$ cat src/rtl/smbcfg_pkg.sv
package smbcfg_pkg;

    typedef enum logic [3:0] {
        ST_IDLE,
        ST_ADDR,
        ST_ADDR_ACK,
        ST_INDEX,
        ST_INDEX_ACK,
        ST_COUNT,
        ST_COUNT_ACK,
        ST_WDATA,
        ST_WDATA_ACK,
        ST_RDATA,
        ST_RDATA_ACK,
        ST_HOLD
    } bus_state_e;

    localparam int unsigned BYTE_W      = 8;
    localparam int unsigned REG_LAST    = 7;
    localparam logic [4:0]  ADDR_PREFIX = 5'b11010;
    localparam logic [7:0]  REV_VALUE   = 8'h03;
    localparam logic [7:0]  DEV_VALUE   = 8'h04;

endpackage

$ cat src/rtl/smbcfg_line_filter.sv
module smbcfg_line_filter #(
    parameter int unsigned SYNC_STAGES = 2,
    parameter int unsigned FILT_LEN    = 4
) (
    input  logic clk,
    input  logic rst_n,
    input  logic line_i,
    output logic line_o
);
    localparam int unsigned CNT_W = $clog2(FILT_LEN + 1);

    logic [SYNC_STAGES-1:0] sync_q;
    logic [CNT_W-1:0]       cnt_q;
    logic                   filt_q;
    logic                   sync_w;

    assign sync_w = sync_q[SYNC_STAGES-1];

    always_ff @(posedge clk or negedge rst_n) begin
        if (!rst_n) begin
            sync_q <= '1;
        end else begin
            sync_q <= {sync_q[SYNC_STAGES-2:0], line_i};
        end
    end

    always_ff @(posedge clk or negedge rst_n) begin
        if (!rst_n) begin
            filt_q <= 1'b1;
            cnt_q  <= '0;
        end else if (sync_w == filt_q) begin
            cnt_q <= '0;
        end else if (cnt_q == CNT_W'(FILT_LEN - 1)) begin
            filt_q <= sync_w;
            cnt_q  <= '0;
        end else begin
            cnt_q <= cnt_q + 1'b1;
        end
    end

    assign line_o = filt_q;

    // the filtered line only ever takes the value the synchronizer held
    assert_filter_follows_sync_R10: assert property (@(posedge clk) disable iff (!rst_n)
        !$stable(filt_q) |-> ($past(sync_w) == filt_q));

endmodule

$ cat src/rtl/smbcfg_regs.sv
module smbcfg_regs
    import smbcfg_pkg::*;
#(
    parameter int unsigned PAIRS   = 4,
    parameter int unsigned CNT_W   = 5,
    parameter int unsigned CNT_RST = 8
) (
    input  logic               clk,
    input  logic               rst_n,
    input  logic               wr_en,
    input  logic [7:0]         wr_idx,
    input  logic [7:0]         wr_data,
    input  logic [7:0]         rd_idx,
    input  logic [1:0]         spread_strap,
    output logic [7:0]         rd_data,
    output logic [7:0]         rd_count,
    output logic [PAIRS-1:0]   pair_en,
    output logic [PAIRS-1:0]   pair_slew,
    output logic               sw_en,
    output logic [1:0]         sw_code,
    output logic [1:0]         swing,
    output logic [1:0]         ref_slew,
    output logic               ref_wake,
    output logic               ref_en
);
    localparam int unsigned PAD_W = BYTE_W - PAIRS;

    logic [PAIRS-1:0] en_q;
    logic [PAIRS-1:0] slew_q;
    logic             sw_en_q;
    logic [1:0]       sw_code_q;
    logic [1:0]       swing_q;
    logic [1:0]       ref_slew_q;
    logic             ref_wake_q;
    logic             ref_en_q;
    logic [CNT_W-1:0] cnt_q;

    logic wr0, wr1, wr2, wr3, wr7;
    assign wr0 = wr_en && (wr_idx == 8'd0);
    assign wr1 = wr_en && (wr_idx == 8'd1);
    assign wr2 = wr_en && (wr_idx == 8'd2);
    assign wr3 = wr_en && (wr_idx == 8'd3);
    assign wr7 = wr_en && (wr_idx == 8'd7);

    for (genvar p = 0; p < PAIRS; p++) begin : g_pair
        always_ff @(posedge clk or negedge rst_n) begin
            if (!rst_n) begin
                en_q[p]   <= 1'b1;
                slew_q[p] <= 1'b1;
            end else begin
                if (wr0) en_q[p]   <= wr_data[p];
                if (wr2) slew_q[p] <= wr_data[p];
            end
        end
    end

    always_ff @(posedge clk or negedge rst_n) begin
        if (!rst_n) begin
            sw_en_q    <= 1'b0;
            sw_code_q  <= 2'b00;
            swing_q    <= 2'b10;
            ref_slew_q <= 2'b01;
            ref_wake_q <= 1'b0;
            ref_en_q   <= 1'b1;
            cnt_q      <= CNT_W'(CNT_RST);
        end else begin
            if (wr1) begin
                sw_en_q   <= wr_data[5];
                sw_code_q <= wr_data[4:3];
                swing_q   <= wr_data[1:0];
            end
            if (wr3) begin
                ref_slew_q <= wr_data[7:6];
                ref_wake_q <= wr_data[5];
                ref_en_q   <= wr_data[4];
            end
            if (wr7) cnt_q <= wr_data[CNT_W-1:0];
        end
    end

    always_comb begin
        case (rd_idx)
            8'd0:    rd_data = {{PAD_W{1'b1}}, en_q};
            8'd1:    rd_data = {spread_strap, sw_en_q, sw_code_q, 1'b1, swing_q};
            8'd2:    rd_data = {{PAD_W{1'b1}}, slew_q};
            8'd3:    rd_data = {ref_slew_q, ref_wake_q, ref_en_q, 4'hF};
            8'd5:    rd_data = REV_VALUE;
            8'd6:    rd_data = DEV_VALUE;
            8'd7:    rd_data = {{(BYTE_W-CNT_W){1'b0}}, cnt_q};
            default: rd_data = 8'h00;
        endcase
    end

    assign rd_count  = {{(BYTE_W-CNT_W){1'b0}}, cnt_q};
    assign pair_en   = en_q;
    assign pair_slew = slew_q;
    assign sw_en     = sw_en_q;
    assign sw_code   = sw_code_q;
    assign swing     = swing_q;
    assign ref_slew  = ref_slew_q;
    assign ref_wake  = ref_wake_q;
    assign ref_en    = ref_en_q;

    // the count field moves only on a write aimed at index 7
    assert_count_guarded_R7: assert property (@(posedge clk) disable iff (!rst_n)
        !wr7 |=> $stable(cnt_q));

    // a write past the last index leaves the enables and the count alone
    assert_dead_index_R8: assert property (@(posedge clk) disable iff (!rst_n)
        (wr_en && (wr_idx > 8'(REG_LAST))) |=> ($stable(en_q) && $stable(cnt_q)));

endmodule

$ cat src/rtl/smbcfg_link.sv
module smbcfg_link
    import smbcfg_pkg::*;
(
    input  logic       clk,
    input  logic       rst_n,
    input  logic       scl_f,
    input  logic       sda_f,
    input  logic       addr_sel,
    input  logic [7:0] rd_data,
    input  logic [7:0] rd_count,
    output logic [7:0] rd_idx,
    output logic       sda_oe,
    output logic       wr_en,
    output logic [7:0] wr_idx,
    output logic [7:0] wr_data
);
    bus_state_e st_q, st_d;
    logic       scl_d, sda_d;
    logic [7:0] shift_q, shift_d;
    logic [3:0] bit_q, bit_d;
    logic [7:0] idx_q, idx_d;
    logic [7:0] remain_q, remain_d;
    logic       dir_q, dir_d;
    logic       nak_q, nak_d;
    logic       oe_q, oe_d;
    logic       wr_en_q, wr_en_d;
    logic [7:0] wr_idx_q, wr_idx_d;
    logic [7:0] wr_data_q, wr_data_d;

    logic scl_rise, scl_fall, start_evt, stop_evt, byte_done;
    logic [6:0] my_addr;

    assign scl_rise  = scl_f & ~scl_d;
    assign scl_fall  = ~scl_f & scl_d;
    assign start_evt = scl_f & scl_d & sda_d & ~sda_f;
    assign stop_evt  = scl_f & scl_d & ~sda_d & sda_f;
    assign byte_done = scl_fall && (bit_q == 4'd8);
    assign my_addr   = {ADDR_PREFIX, addr_sel, 1'b0};

    always_comb begin
        st_d      = st_q;
        shift_d   = shift_q;
        bit_d     = bit_q;
        idx_d     = idx_q;
        remain_d  = remain_q;
        dir_d     = dir_q;
        nak_d     = nak_q;
        oe_d      = oe_q;
        wr_en_d   = 1'b0;
        wr_idx_d  = wr_idx_q;
        wr_data_d = wr_data_q;
        if (stop_evt) begin
            st_d = ST_IDLE;
            oe_d = 1'b0;
        end else if (start_evt) begin
            st_d  = ST_ADDR;
            bit_d = '0;
            oe_d  = 1'b0;
        end else begin
            unique case (st_q)
                ST_IDLE, ST_HOLD: begin
                    oe_d = 1'b0;
                end
                ST_ADDR, ST_INDEX, ST_COUNT, ST_WDATA: begin
                    if (scl_rise && (bit_q != 4'd8)) begin
                        shift_d = {shift_q[6:0], sda_f};
                        bit_d   = bit_q + 1'b1;
                    end else if (byte_done) begin
                        unique case (st_q)
                            ST_ADDR: begin
                                if (shift_q[7:1] == my_addr) begin
                                    dir_d = shift_q[0];
                                    oe_d  = 1'b1;
                                    st_d  = ST_ADDR_ACK;
                                end else begin
                                    st_d = ST_HOLD;
                                end
                            end
                            ST_INDEX: begin
                                idx_d = shift_q;
                                oe_d  = 1'b1;
                                st_d  = ST_INDEX_ACK;
                            end
                            ST_COUNT: begin
                                remain_d = shift_q;
                                oe_d     = 1'b1;
                                st_d     = ST_COUNT_ACK;
                            end
                            default: begin
                                if (remain_q != 8'd0) begin
                                    wr_en_d   = 1'b1;
                                    wr_idx_d  = idx_q;
                                    wr_data_d = shift_q;
                                    idx_d     = idx_q + 1'b1;
                                    remain_d  = remain_q - 1'b1;
                                    oe_d      = 1'b1;
                                    st_d      = ST_WDATA_ACK;
                                end else begin
                                    st_d = ST_HOLD;
                                end
                            end
                        endcase
                    end
                end
                ST_ADDR_ACK, ST_INDEX_ACK, ST_COUNT_ACK, ST_WDATA_ACK: begin
                    if (scl_fall) begin
                        bit_d = '0;
                        oe_d  = 1'b0;
                        unique case (st_q)
                            ST_ADDR_ACK: begin
                                if (dir_q) begin
                                    shift_d = rd_count;
                                    oe_d    = ~rd_count[7];
                                    st_d    = ST_RDATA;
                                end else begin
                                    st_d = ST_INDEX;
                                end
                            end
                            ST_INDEX_ACK: st_d = ST_COUNT;
                            default:      st_d = ST_WDATA;
                        endcase
                    end
                end
                ST_RDATA: begin
                    if (scl_rise) begin
                        bit_d = bit_q + 1'b1;
                    end else if (byte_done) begin
                        oe_d = 1'b0;
                        st_d = ST_RDATA_ACK;
                    end else if (scl_fall) begin
                        shift_d = {shift_q[6:0], 1'b0};
                        oe_d    = ~shift_q[6];
                    end
                end
                ST_RDATA_ACK: begin
                    if (scl_rise) begin
                        nak_d = sda_f;
                    end else if (scl_fall) begin
                        bit_d = '0;
                        if (!nak_q) begin
                            shift_d = rd_data;
                            idx_d   = idx_q + 1'b1;
                            oe_d    = ~rd_data[7];
                            st_d    = ST_RDATA;
                        end else begin
                            st_d = ST_HOLD;
                        end
                    end
                end
                default: st_d = ST_IDLE;
            endcase
        end
    end

    // state register
    always_ff @(posedge clk or negedge rst_n) begin
        if (!rst_n) begin
            st_q     <= ST_IDLE;
            scl_d    <= 1'b1;
            sda_d    <= 1'b1;
            shift_q  <= '0;
            bit_q    <= '0;
            idx_q    <= '0;
            remain_q <= '0;
            dir_q    <= 1'b0;
            nak_q    <= 1'b1;
        end else begin
            st_q     <= st_d;
            scl_d    <= scl_f;
            sda_d    <= sda_f;
            shift_q  <= shift_d;
            bit_q    <= bit_d;
            idx_q    <= idx_d;
            remain_q <= remain_d;
            dir_q    <= dir_d;
            nak_q    <= nak_d;
        end
    end

    // output register
    always_ff @(posedge clk or negedge rst_n) begin
        if (!rst_n) begin
            oe_q      <= 1'b0;
            wr_en_q   <= 1'b0;
            wr_idx_q  <= '0;
            wr_data_q <= '0;
        end else begin
            oe_q      <= oe_d;
            wr_en_q   <= wr_en_d;
            wr_idx_q  <= wr_idx_d;
            wr_data_q <= wr_data_d;
        end
    end

    assign rd_idx  = idx_q;
    assign sda_oe  = oe_q;
    assign wr_en   = wr_en_q;
    assign wr_idx  = wr_idx_q;
    assign wr_data = wr_data_q;

    // the target moves SDA only while the filtered SCL is low
    assert_sda_moves_scl_low_R10: assert property (@(posedge clk) disable iff (!rst_n)
        !$stable(oe_q) |-> !scl_f);

    // a stored byte always consumed part of a nonzero count
    assert_write_within_count_R3: assert property (@(posedge clk) disable iff (!rst_n)
        wr_en_q |-> ($past(remain_q) != 8'd0));

    // while waiting for the next start the line stays released
    assert_hold_released_R11: assert property (@(posedge clk) disable iff (!rst_n)
        (st_q == ST_HOLD) |-> !oe_q);

endmodule

$ cat src/rtl/smb_cfg_target.sv
module smb_cfg_target
    import smbcfg_pkg::*;
#(
    parameter int unsigned SYNC_STAGES = 2,
    parameter int unsigned FILT_LEN    = 4,
    parameter int unsigned PAIRS       = 4,
    parameter int unsigned CNT_W       = 5,
    parameter int unsigned CNT_RST     = 8
) (
    input  logic             clk,
    input  logic             rst_n,
    input  logic             scl_i,
    input  logic             sda_i,
    output logic             sda_oe,
    input  logic             addr_sel,
    input  logic [1:0]       spread_strap,
    output logic [PAIRS-1:0] pair_en,
    output logic [PAIRS-1:0] pair_fast_slew,
    output logic             spread_sw_en,
    output logic [1:0]       spread_sw_code,
    output logic [1:0]       swing_code,
    output logic [1:0]       ref_slew_code,
    output logic             ref_wake_en,
    output logic             ref_en
);
    localparam int unsigned LINES = 2;

    logic [LINES-1:0] raw_w, filt_w;
    logic       wr_en;
    logic [7:0] wr_idx, wr_data, rd_idx, rd_data, rd_count;

    assign raw_w = {sda_i, scl_i};

    for (genvar l = 0; l < LINES; l++) begin : g_line
        smbcfg_line_filter #(
            .SYNC_STAGES (SYNC_STAGES),
            .FILT_LEN    (FILT_LEN)
        ) i_filter (
            .clk    (clk),
            .rst_n  (rst_n),
            .line_i (raw_w[l]),
            .line_o (filt_w[l])
        );
    end

    smbcfg_link i_link (
        .clk      (clk),
        .rst_n    (rst_n),
        .scl_f    (filt_w[0]),
        .sda_f    (filt_w[1]),
        .addr_sel (addr_sel),
        .rd_data  (rd_data),
        .rd_count (rd_count),
        .rd_idx   (rd_idx),
        .sda_oe   (sda_oe),
        .wr_en    (wr_en),
        .wr_idx   (wr_idx),
        .wr_data  (wr_data)
    );

    smbcfg_regs #(
        .PAIRS   (PAIRS),
        .CNT_W   (CNT_W),
        .CNT_RST (CNT_RST)
    ) i_regs (
        .clk          (clk),
        .rst_n        (rst_n),
        .wr_en        (wr_en),
        .wr_idx       (wr_idx),
        .wr_data      (wr_data),
        .rd_idx       (rd_idx),
        .spread_strap (spread_strap),
        .rd_data      (rd_data),
        .rd_count     (rd_count),
        .pair_en      (pair_en),
        .pair_slew    (pair_fast_slew),
        .sw_en        (spread_sw_en),
        .sw_code      (spread_sw_code),
        .swing        (swing_code),
        .ref_slew     (ref_slew_code),
        .ref_wake     (ref_wake_en),
        .ref_en       (ref_en)
    );

endmodule

$ cat config.mk
export PLATFORM = sky130hd
export DESIGN_NAME = smb_cfg_target
export DESIGN_NICKNAME = d
export VERILOG_FILES = /design/src/rtl/smbcfg_pkg.sv /design/src/rtl/smbcfg_line_filter.sv /design/src/rtl/smbcfg_regs.sv /design/src/rtl/smbcfg_link.sv /design/src/rtl/smb_cfg_target.sv
export SDC_FILE = /design/constraint.sdc
export NUM_CORES = 1
export LEC_CHECK = 0
export BUFFER_PORTS_ARGS = -buffer_cell sky130_fd_sc_hd__buf_2
export CAP_MARGIN = 20
export CORE_MARGIN = 3
export CORE_UTILIZATION = 40
export CTS_CLUSTER_SIZE = 25
export DETAILED_ROUTE_END_ITERATION = 7
export HOLD_SLACK_MARGIN = 0.02
export MAX_ROUTING_LAYER = met4
export SETUP_SLACK_MARGIN = 0.3
export SYNTH_ARGS = -nofsm -noshare
export SYNTH_HDL_FRONTEND = slang
export SYNTH_SLANG_ARGS = --single-unit
$ cat constraint.sdc
create_clock -name clk -period 5.35 [get_ports clk]
set_input_delay 0.8025 -clock clk [delete_from_list [all_inputs] [get_ports clk]]
set_output_delay 0.8025 -clock clk [all_outputs]
set_load 0.01 [all_outputs]
==> impl_metrics.ini, run 1 <==
[synth]
synth_edf_count = 0
synth_seq_cells = 88
synth-async-reset-ratio = 1.00
synth_nets = 490
ys_seq_area_frac = 0.455
synth_top_family_by_area = compound AO/OA/AOI/OAI gates
synth.distinct_cells = 71
synthSimpleGateAreaFrac = 0.169
synth.cell_area_sq_um = 4890
synthCells = 473
synth_fa_ha_area_frac = 0.0256
ys_warn_count = 0
avgSynthCellArea_sq_um = 10.3
dominantRegCellSynth = dfrtp_1
synthMuxAreaShare = 0.120
synthXorXnorAreaFrac = 0.00895
synth_compound_area_frac = 0.178

[finish]
final_nets = 505
layout.cells.non_filler = 636
design_area_sq_um = 5410
syn2layout_area_growth_pct = 10.4
final_core_utilization = 0.462
seq_area_sq_um = 2230
drive_gt1_frac = 0.217
fillers = 1084
multi_input_area_sq_um = 2460
diodes = 0

[setup_path]
startpoint_type = flip-flop
reg2reg_from = i_link.st_q[0]
endpoint_kind = flip-flop
regToRegSetupSlack_ns = 2.54
crit_required_ns = 5.59
crit_arrival_ns = 3.05
worst-setup-path-type = flip-flop to flip-flop
critical_path.max_fanout = 25
worstReg2RegEnd = i_link.shift_q[7]
reg2reg_depth = 5

[sta]
fin_skew_ns = 0.00811
fin_crit_ns = 2.81
slew_violations = 0
setup_viol = 0
max_slew.worst_pin.slew_ns = 1.05
finalSetupTns_ns = 0
period_share = 0.526
maxSlewHeadroom = 0.300
rsz0062_at_grt = no
max_freq_mhz = 355
finalHoldViolations = 0

[pwr]
p_leak_nw = 2.41
power_density_nw_per_um2 = 482
ir_drop_mv = 0.225

[global_routing]
grt_max_degree = 57
antenna_found_initial = 0
grt_pass1_wl_um = 19800
track_usage = 0.194
grt_pass1_vias = 3743
overflow = 0

[die]
ios = 25
dieHeight_um = 117
core_sq_um = 11700
num_rows = 39
initial_core_util = 0.418
die_w_um = 117
die_area_sq_um = 13600

[clock_tree]
clk_latency_ns = 0.35
cts_setup_buffers = 0
cts_tree = yes
clkTransAtPathRegs_ns = 0.07
ctsResizeCount = 0
cts-buffers-inserted = 9
hold_buffers = 0
clock-sinks = 88
cts-root-buf = clkbuf_16
cts-htree-levels = 3
clock_path_buffers = 2

[placement]
place_area_sq_um = 5070
gp_congestion = 0.894
hpwl_um = 8360
port_buffers = 24
place_inst = 619

[detailed_routing]
first_pass_iters = 5
drt-vias-per-instance = 5.98
vias = 3805
wire_per_inst_um = 18.8
drt_iter0_drc = 361
ant_nets = 0
drcViolationCount = 0
drt_wl_total_um = 12000

[worst_hold_path]
hold_class = flip-flop to flip-flop
hold_path_end = g_line[1].i_filter.sync_q[1]
whs_path_depth = 0
min_from = g_line[1].i_filter.sync_q[0]

[run]
drv_cap = 0

[status]
status = finished clean
per-stage QoR:
stage | total power [mW] | hold WS [ns] | worst slack [ns]
finish | 2.61 | 0.356 | 2.54
global route | 2.77 | 0.358 | 2.35
CTS | 2.61 | 0.356 | 2.57
detailed placement | 1.90 | 0.347 | 2.57
global placement | 1.89 | 0.346 | 2.58
floorplan | 1.69 | 0.345 | 3.15
worst max path at each step:
stage                               from                end  slack (ns)
after floorplan             i_link.scl_d  i_link.shift_q[5]        3.15
after global placement    i_link.st_q[0]  i_link.shift_q[5]        2.58
after detailed placement  i_link.st_q[0]  i_link.shift_q[7]        2.57
after CTS                 i_link.st_q[0]  i_link.shift_q[7]        2.57
after global routing      i_link.st_q[0]  i_link.shift_q[5]        2.35
final                     i_link.st_q[0]  i_link.shift_q[7]        2.54
critical path, stage by stage (launching register included):
cell and delay, ns:
dfrtp_1 0.82, nor2b_1 0.52, a32oi_1 0.18, o41a_1 0.22, or3_1 0.59, mux2_4 0.36
cell usage in the layout, fill, tap and decap left out, drive strengths merged, types with 5 or more instances in the layout:
| master | instances |
|---|---|
| o22ai | 7 |
| o21ai | 31 |
| a22o | 8 |
| nand2 | 34 |
| mux2 | 44 |
| buf | 27 |
| mux2i | 8 |
| and2 | 6 |
| dfrtp | 67 |
| nor4 | 5 |
| a21oi | 19 |
| nor2b | 9 |
| or3 | 7 |
| a22oi | 8 |
| nor3b | 6 |
| nor3 | 19 |
| nand2b | 7 |
| a31oi | 6 |
| ha | 10 |
| clkbuf | 11 |
| nand3 | 12 |
| dfstp | 21 |
| nor2 | 27 |
| inv | 18 |
synthesized netlist by cell type (4+ instances only):
cell type	n	area share
nor4_1	5	0.0064
nand2_1	34	0.026
nor3_1	17	0.017
and2_1	6	0.0077
buf_6	5	0.012
or3_1	7	0.0089
a31oi_1	6	0.0077
nor2b_1	8	0.010
xnor2_1	4	0.0072
o211ai_1	4	0.0061
nor3b_1	6	0.0092
dfstp_2	21	0.11
nand3_1	12	0.012
a22oi_1	8	0.012
inv_1	16	0.012
o21ai_1	8	0.0082
a21oi_1	19	0.019
dfrtp_1	67	0.34
ha_1	10	0.026
a22o_1	8	0.014
nand2b_1	7	0.0089
nor2_1	26	0.020
o21ai_0	23	0.024
o22ai_1	7	0.0089
clkbuf_1	12	0.0092
mux2_1	12	0.028
mux2_2	29	0.067
a222oi_1	4	0.0082
mux2i_1	8	0.016
sequential cells by signal, indices dropped and copies added (netlist names), 4 cells and up:
signal                  flops
g_line.i_filter.cnt_q       6
g_line.i_filter.sync_q      4
i_regs.pair_en              4
i_link.wr_data              8
i_link.bit_q                4
i_link.st_q                 4
i_link.remain_q             8
i_regs.cnt_q                5
i_link.shift_q              8
i_regs.pair_slew            4
i_link.rd_idx               8
i_link.wr_idx               8
metal layers:
layer  global-route usage  vias to the layer above  wire length [um]
li1                     -                     1806                 -
met1                0.259                     1895              5690
met2                0.293                       85              5540
met3               0.0456                       19               561
met4               0.0619                        0               180
met5                    -                        -                 0
kinds of logic (layout without fill, tap and decap cells):
kind of cell,count (synthesis),after routing
compound gates,127,127
xor+xnor,5,5
fa+ha+maj,10,10
buf+inv,40,60
flops,88,88
mux,52,52
simple gates,151,151
layout make-up:
type,count,share of cell area
Clock buffer,10,0.0442
Clock inverter,6,0.0167
Inverter,16,0.0111
Multi-Input combinational cell,345,0.454
Sequential cell,88,0.412
Tap cell,143,0.0331
Timing Repair Buffer,28,0.0282
power breakdown:
part	switching (mW)	internal [mW]
combinational	0.520	0.393
clock	0.276	0.425
sequential	0.216	0.776
total	1.01	1.59
(Power assumes the default switching activity.)
==> run 2: changes to the inputs <==
==> constraint.sdc (replaced) <==
create_clock -name clk -period 2.75 [get_ports clk]
set_input_delay 0.4125 -clock clk [delete_from_list [all_inputs] [get_ports clk]]
set_output_delay 0.4125 -clock clk [all_outputs]
set_load 0.01 [all_outputs]
==> run 2 against run 1 <==
Sequential power rose by 91%. Non-clock buffer count increased by 17. Clock power is 72% higher. Via count up 2.4%. Global-route usage barely moved. Total power rose by 94%. Critical path type unchanged.
==> impl_metrics.ini, run 2 (same netlist as run 1, synthesis figures left out) <==
[clock_tree]
cts-buffers-inserted = 9
clk_latency_ns = 0.35
clkTransAtPathRegs_ns = 0.07
cts_setup_buffers = 0
clock_path_buffers = 2
clock-sinks = 88
hold_buffers = 0
cts_tree = yes
cts-htree-levels = 3
cts-root-buf = clkbuf_16

[die]
num_rows = 39
ios = 25
die_w_um = 117
initial_core_util = 0.418
dieHeight_um = 117
core_sq_um = 11700
die_area_sq_um = 13600

[placement]
pre_cts_slack_ns = 0.281
place_area_sq_um = 5220
port_buffers = 24
place_inst = 637
hpwl_um = 8790
gp_congestion = 0.951

[setup_path]
worst-setup-path-type = flip-flop to flip-flop
startpoint_type = flip-flop
reg2reg_from = i_link.scl_d
endpoint_kind = flip-flop
regToRegSetupSlack_ns = 0.38
reg2reg_depth = 5
crit_arrival_ns = 2.60
critPathLaunch = i_link.scl_d
worstSetupEndpoint = i_link.shift_q[6]
crit_required_ns = 2.98
worstReg2RegEnd = i_link.shift_q[6]
critical_path.max_fanout = 8

[finish]
final_nets = 522
design_area_sq_um = 5520
final_common_cell = dfrtp_1
layout.cells.non_filler = 653
mostFrequentLayoutCells = 64 x dfrtp_1, 34 x nand2_1, 29 x mux2_2, 26 x nor2_1
final_core_utilization = 0.471
diodes = 0
syn2layout_area_growth_pct = 12.7
drive_gt1_frac = 0.249
fillers = 1103

[detailed_routing]
ant_nets = 0
drt_wl_total_um = 11900
drcViolationCount = 0
drt_iter0_drc = 316
wire_per_inst_um = 18.3
vias = 3895
first_pass_iters = 5
drt-vias-per-instance = 5.96

[sta]
max_freq_mhz = 422
holdWs_ns = 0.0495
max_slew.worst_pin.slew_ns = 0.614
period_share = 0.861
maxSlewHeadroom = 0.585
slew_violations = 0
finalHoldViolations = 0
finalWorstSetupSlack_ns = 0.382
rsz0062_at_grt = no
setup_viol = 0
fin_skew_ns = 0.00731
finalSetupTns_ns = 0
fin_crit_ns = 2.37

[global_routing]
grt_pass1_wl_um = 19800
grt_max_degree = 45
track_usage = 0.194
antenna_found_initial = 0
overflow = 0
grt_pass1_vias = 3699

[pwr]
p_leak_nw = 2.47
ir_drop_mv = 0.525
total_power_mw = 5.05
power_density_nw_per_um2 = 915

[worst_hold_path]
hold_class = input pin to asynchronous set/reset pin

[run]
drv_cap = 0

[status]
status = finished clean
-- run 2: per-layer routing --
layer  up-vias  wire length, um  track usage  part of all wire
li1       1838                -            -                 -
met1      1938             5670        0.272              0.48
met2       102             5480        0.282              0.46
met3        17              603       0.0347             0.051
met4         0              172       0.0688             0.014
met5         -                0            -                 0
-- run 2: worst min path at each step --
stage / startpoint / end / slack [ns] / depth (start not counted)
floorplan: rst_n / g_line[0].i_filter.cnt_q[0] / 0.12 / 0
global placement: g_line[1].i_filter.sync_q[0] / g_line[1].i_filter.sync_q[1] / 0.35 / 0
detailed placement: g_line[1].i_filter.sync_q[0] / g_line[1].i_filter.sync_q[1] / 0.35 / 0
CTS: rst_n / i_link.rd_idx[0] / 0.07 / 1
global route: rst_n / i_link.wr_idx[5] / 0.09 / 1
finish: rst_n / i_link.wr_idx[5] / 0.05 / 1
-- run 2: final cells by class --
type,instances,area (sq um),area share
Inverter,16,60.1,0.0109
Clock inverter,7,72.6,0.0132
Clock buffer,9,225,0.0408
Timing Repair Buffer,45,293,0.0531
Tap cell,143,179,0.0324
Sequential cell,88,2230,0.405
Multi-Input combinational cell,345,2460,0.445
-- run 2: repair_timing --
item	4_1_cts	5_1_grt
gates resized for setup	1	2
endpoints found under the setup margin	3	7
pin swaps	0	0
-- run 2: critical path: stages, from the launching register on --
cell and delay (ns):
dfstp_2 0.57, nor2b_4 0.25, nor2_2 0.06, o41a_1 0.42, or3_1 0.58, mux2_4 0.36
-- run 2: report_power, final --
| group | internal, mW | switching, mW |
|---|---|---|
| registers | 1.51 | 0.379 |
| clock network | 0.640 | 0.568 |
| logic | 0.874 | 1.07 |
| total | 3.03 | 2.02 |
==> run 3: changes to the inputs <==
--- a/config.mk
+++ b/config.mk
@@ -11,7 +11,7 @@
 export CORE_UTILIZATION = 40
 export CTS_CLUSTER_SIZE = 25
 export DETAILED_ROUTE_END_ITERATION = 7
-export HOLD_SLACK_MARGIN = 0.02
+export HOLD_SLACK_MARGIN = 0.1
 export MAX_ROUTING_LAYER = met4
 export SETUP_SLACK_MARGIN = 0.3
 export SYNTH_ARGS = -nofsm -noshare
==> constraint.sdc (replaced) <==
create_clock -name clk -period 2.75 [get_ports clk]
set_input_delay 0.4125 -clock clk [delete_from_list [all_inputs] [get_ports clk]]
set_output_delay 0.4125 -clock clk [all_outputs]
set_load 0.1 [all_outputs]
==> run 3 against run 2 <==
Maximum frequency barely moved. Final cell count increased by 0.15%. Core utilization increased by 0.085 points. Critical path type unchanged. Critical endpoint unchanged. Largest cell class unchanged.
==> impl_metrics.ini, run 3 (same netlist as run 1, synthesis figures left out) <==
[sta]
max_slew.worst_pin.slew_ns = 0.592
fin_skew_ns = 0.00799
maxSlewHeadroom = 0.600
holdWs_ns = 0.156
finalHoldViolations = 0
max_freq_mhz = 422
setup_viol = 0
finalWorstSetupSlack_ns = 0.382
rsz0062_at_grt = no
slew_violations = 0
finalSetupTns_ns = 0
period_share = 0.861
fin_crit_ns = 2.37

[setup_path]
worst-setup-path-type = flip-flop to flip-flop
endpoint_kind = flip-flop
crit_required_ns = 2.99
critical_path.max_fanout = 25
startpoint_type = flip-flop
crit_arrival_ns = 2.60

[status]
status = finished clean

[finish]
layout.cells.non_filler = 654
drive_gt1_frac = 0.249
final_common_cell = dfrtp_1
mostFrequentLayoutCells = 64 x dfrtp_1, 34 x nand2_1, 29 x mux2_2, 26 x nor2_1
syn2layout_area_growth_pct = 12.9
diodes = 0
final_nets = 523

[run]
drv_cap = 0

[clock_tree]
cts-htree-levels = 3
cts-buffers-inserted = 9
clock-sinks = 88
clk_latency_ns = 0.35
cts-root-buf = clkbuf_16
cts_tree = yes
clock_path_buffers = 2
clkTransAtPathRegs_ns = 0.07

[pwr]
clock_power_share = 0.238
p_int_mw = 3.03
power_frac_comb = 0.390
p_leak_nw = 2.47
p_sw_frac = 0.405
seqPwrFrac = 0.372
total_power_mw = 5.09
ir_drop_mv = 0.528
power_density_nw_per_um2 = 921
p_switching_mw = 2.06

[placement]
port_buffers = 24
hpwl_um = 8790
place_inst = 637
gp_congestion = 0.951
pre_cts_slack_ns = 0.281

[detailed_routing]
wire_per_inst_um = 18.2
met1_length_um = 5740
drt_iter0_drc = 390
first_pass_iters = 5
drt_wl_total_um = 11900
drcViolationCount = 0
ant_nets = 0
top_layer = met4
wl_met2_um = 5420
vias = 3885
met3_length_um = 516
drt-vias-per-instance = 5.94

[global_routing]
antenna_found_initial = 0
grt_pass1_vias = 3699
overflow = 0
track_usage = 0.194
grt_max_degree = 45
grt_pass1_wl_um = 19800

[die]
die_w_um = 117
dieHeight_um = 117
core_sq_um = 11700
die_area_sq_um = 13600
ios = 25
num_rows = 39
initial_core_util = 0.418

[worst_hold_path]
hold_class = input pin to flip-flop
run 3: changes by cell type in the layout (fill, tap and decap cells not counted), sizes merged:
cell | previous run | this run
dlygate4sd3 | 0 | 1
run 3: final cells by class:
class                      count  area [sq um]
clock buffer                   9           225
clock inverter                 7          72.6
fill                        1102          6180
inverter                      16          60.1
multi-input combinational    345          2460
sequential                    88          2230
tap                          143           179
timing repair buffer          46           303
run 3: path summary, 6_finish.rpt:
kind | start | to | slack, ns | cells after the start
min in group asynchronous | rst_n | i_link.wr_idx[5] | 0.59 | 2
worst max register to register | i_link.st_q[0] | i_link.shift_q[6] | 0.38 | 4
worst max-delay path | i_link.st_q[0] | i_link.shift_q[6] | 0.38 | 4
worst min-delay path | scl_i | g_line[0].i_filter.sync_q[0] | 0.16 | 1
max in group asynchronous | rst_n | g_line[0].i_filter.line_o | 1.50 | 3
worst min register to register | g_line[1].i_filter.sync_q[0] | g_line[1].i_filter.sync_q[1] | 0.36 | 0
run 3: worst max-delay path, cell delays in order, from the launching register on:
cell and delay [ns]:
dfrtp_2 0.56, and2_1 0.28, o41a_1 0.47, or3_1 0.58, mux2_4 0.36
run 3: per-stage QoR:
stage                     utilization  cell area [sq um]
after detailed placement        0.445               5220
after CTS                       0.472               5530
after global placement          0.445               5220
after global routing            0.472               5530
after floorplan                     -               4890
final                           0.472               5530
run 3: power groups by stage:
stage | combinational (mW) | sequential [mW] | clock [mW]
final | 1.98 | 1.89 | 1.21
after CTS | 1.97 | 1.88 | 1.25
after global routing | 2.19 | 1.94 | 1.31
after detailed placement | 1.96 | 1.90 | 0
after global placement | 1.95 | 1.90 | 0
after floorplan | 1.59 | 1.73 | 0
run 3: layer usage:
| metal | vias to the layer above | track usage |
|---|---|---|
| met5 | - | - |
| met4 | 0 | 0.0688 |
| met3 | 17 | 0.0347 |
| met2 | 92 | 0.282 |
| met1 | 1924 | 0.272 |
| li1 | 1852 | - |
run 3: repair_timing:
item | CTS | global route
hold buffers | 1 | 0
hold endpoints to repair | 31 | 0
setup endpoints to repair | 3 | 7
setup buffers | 0 | 0
resized for setup | 1 | 2
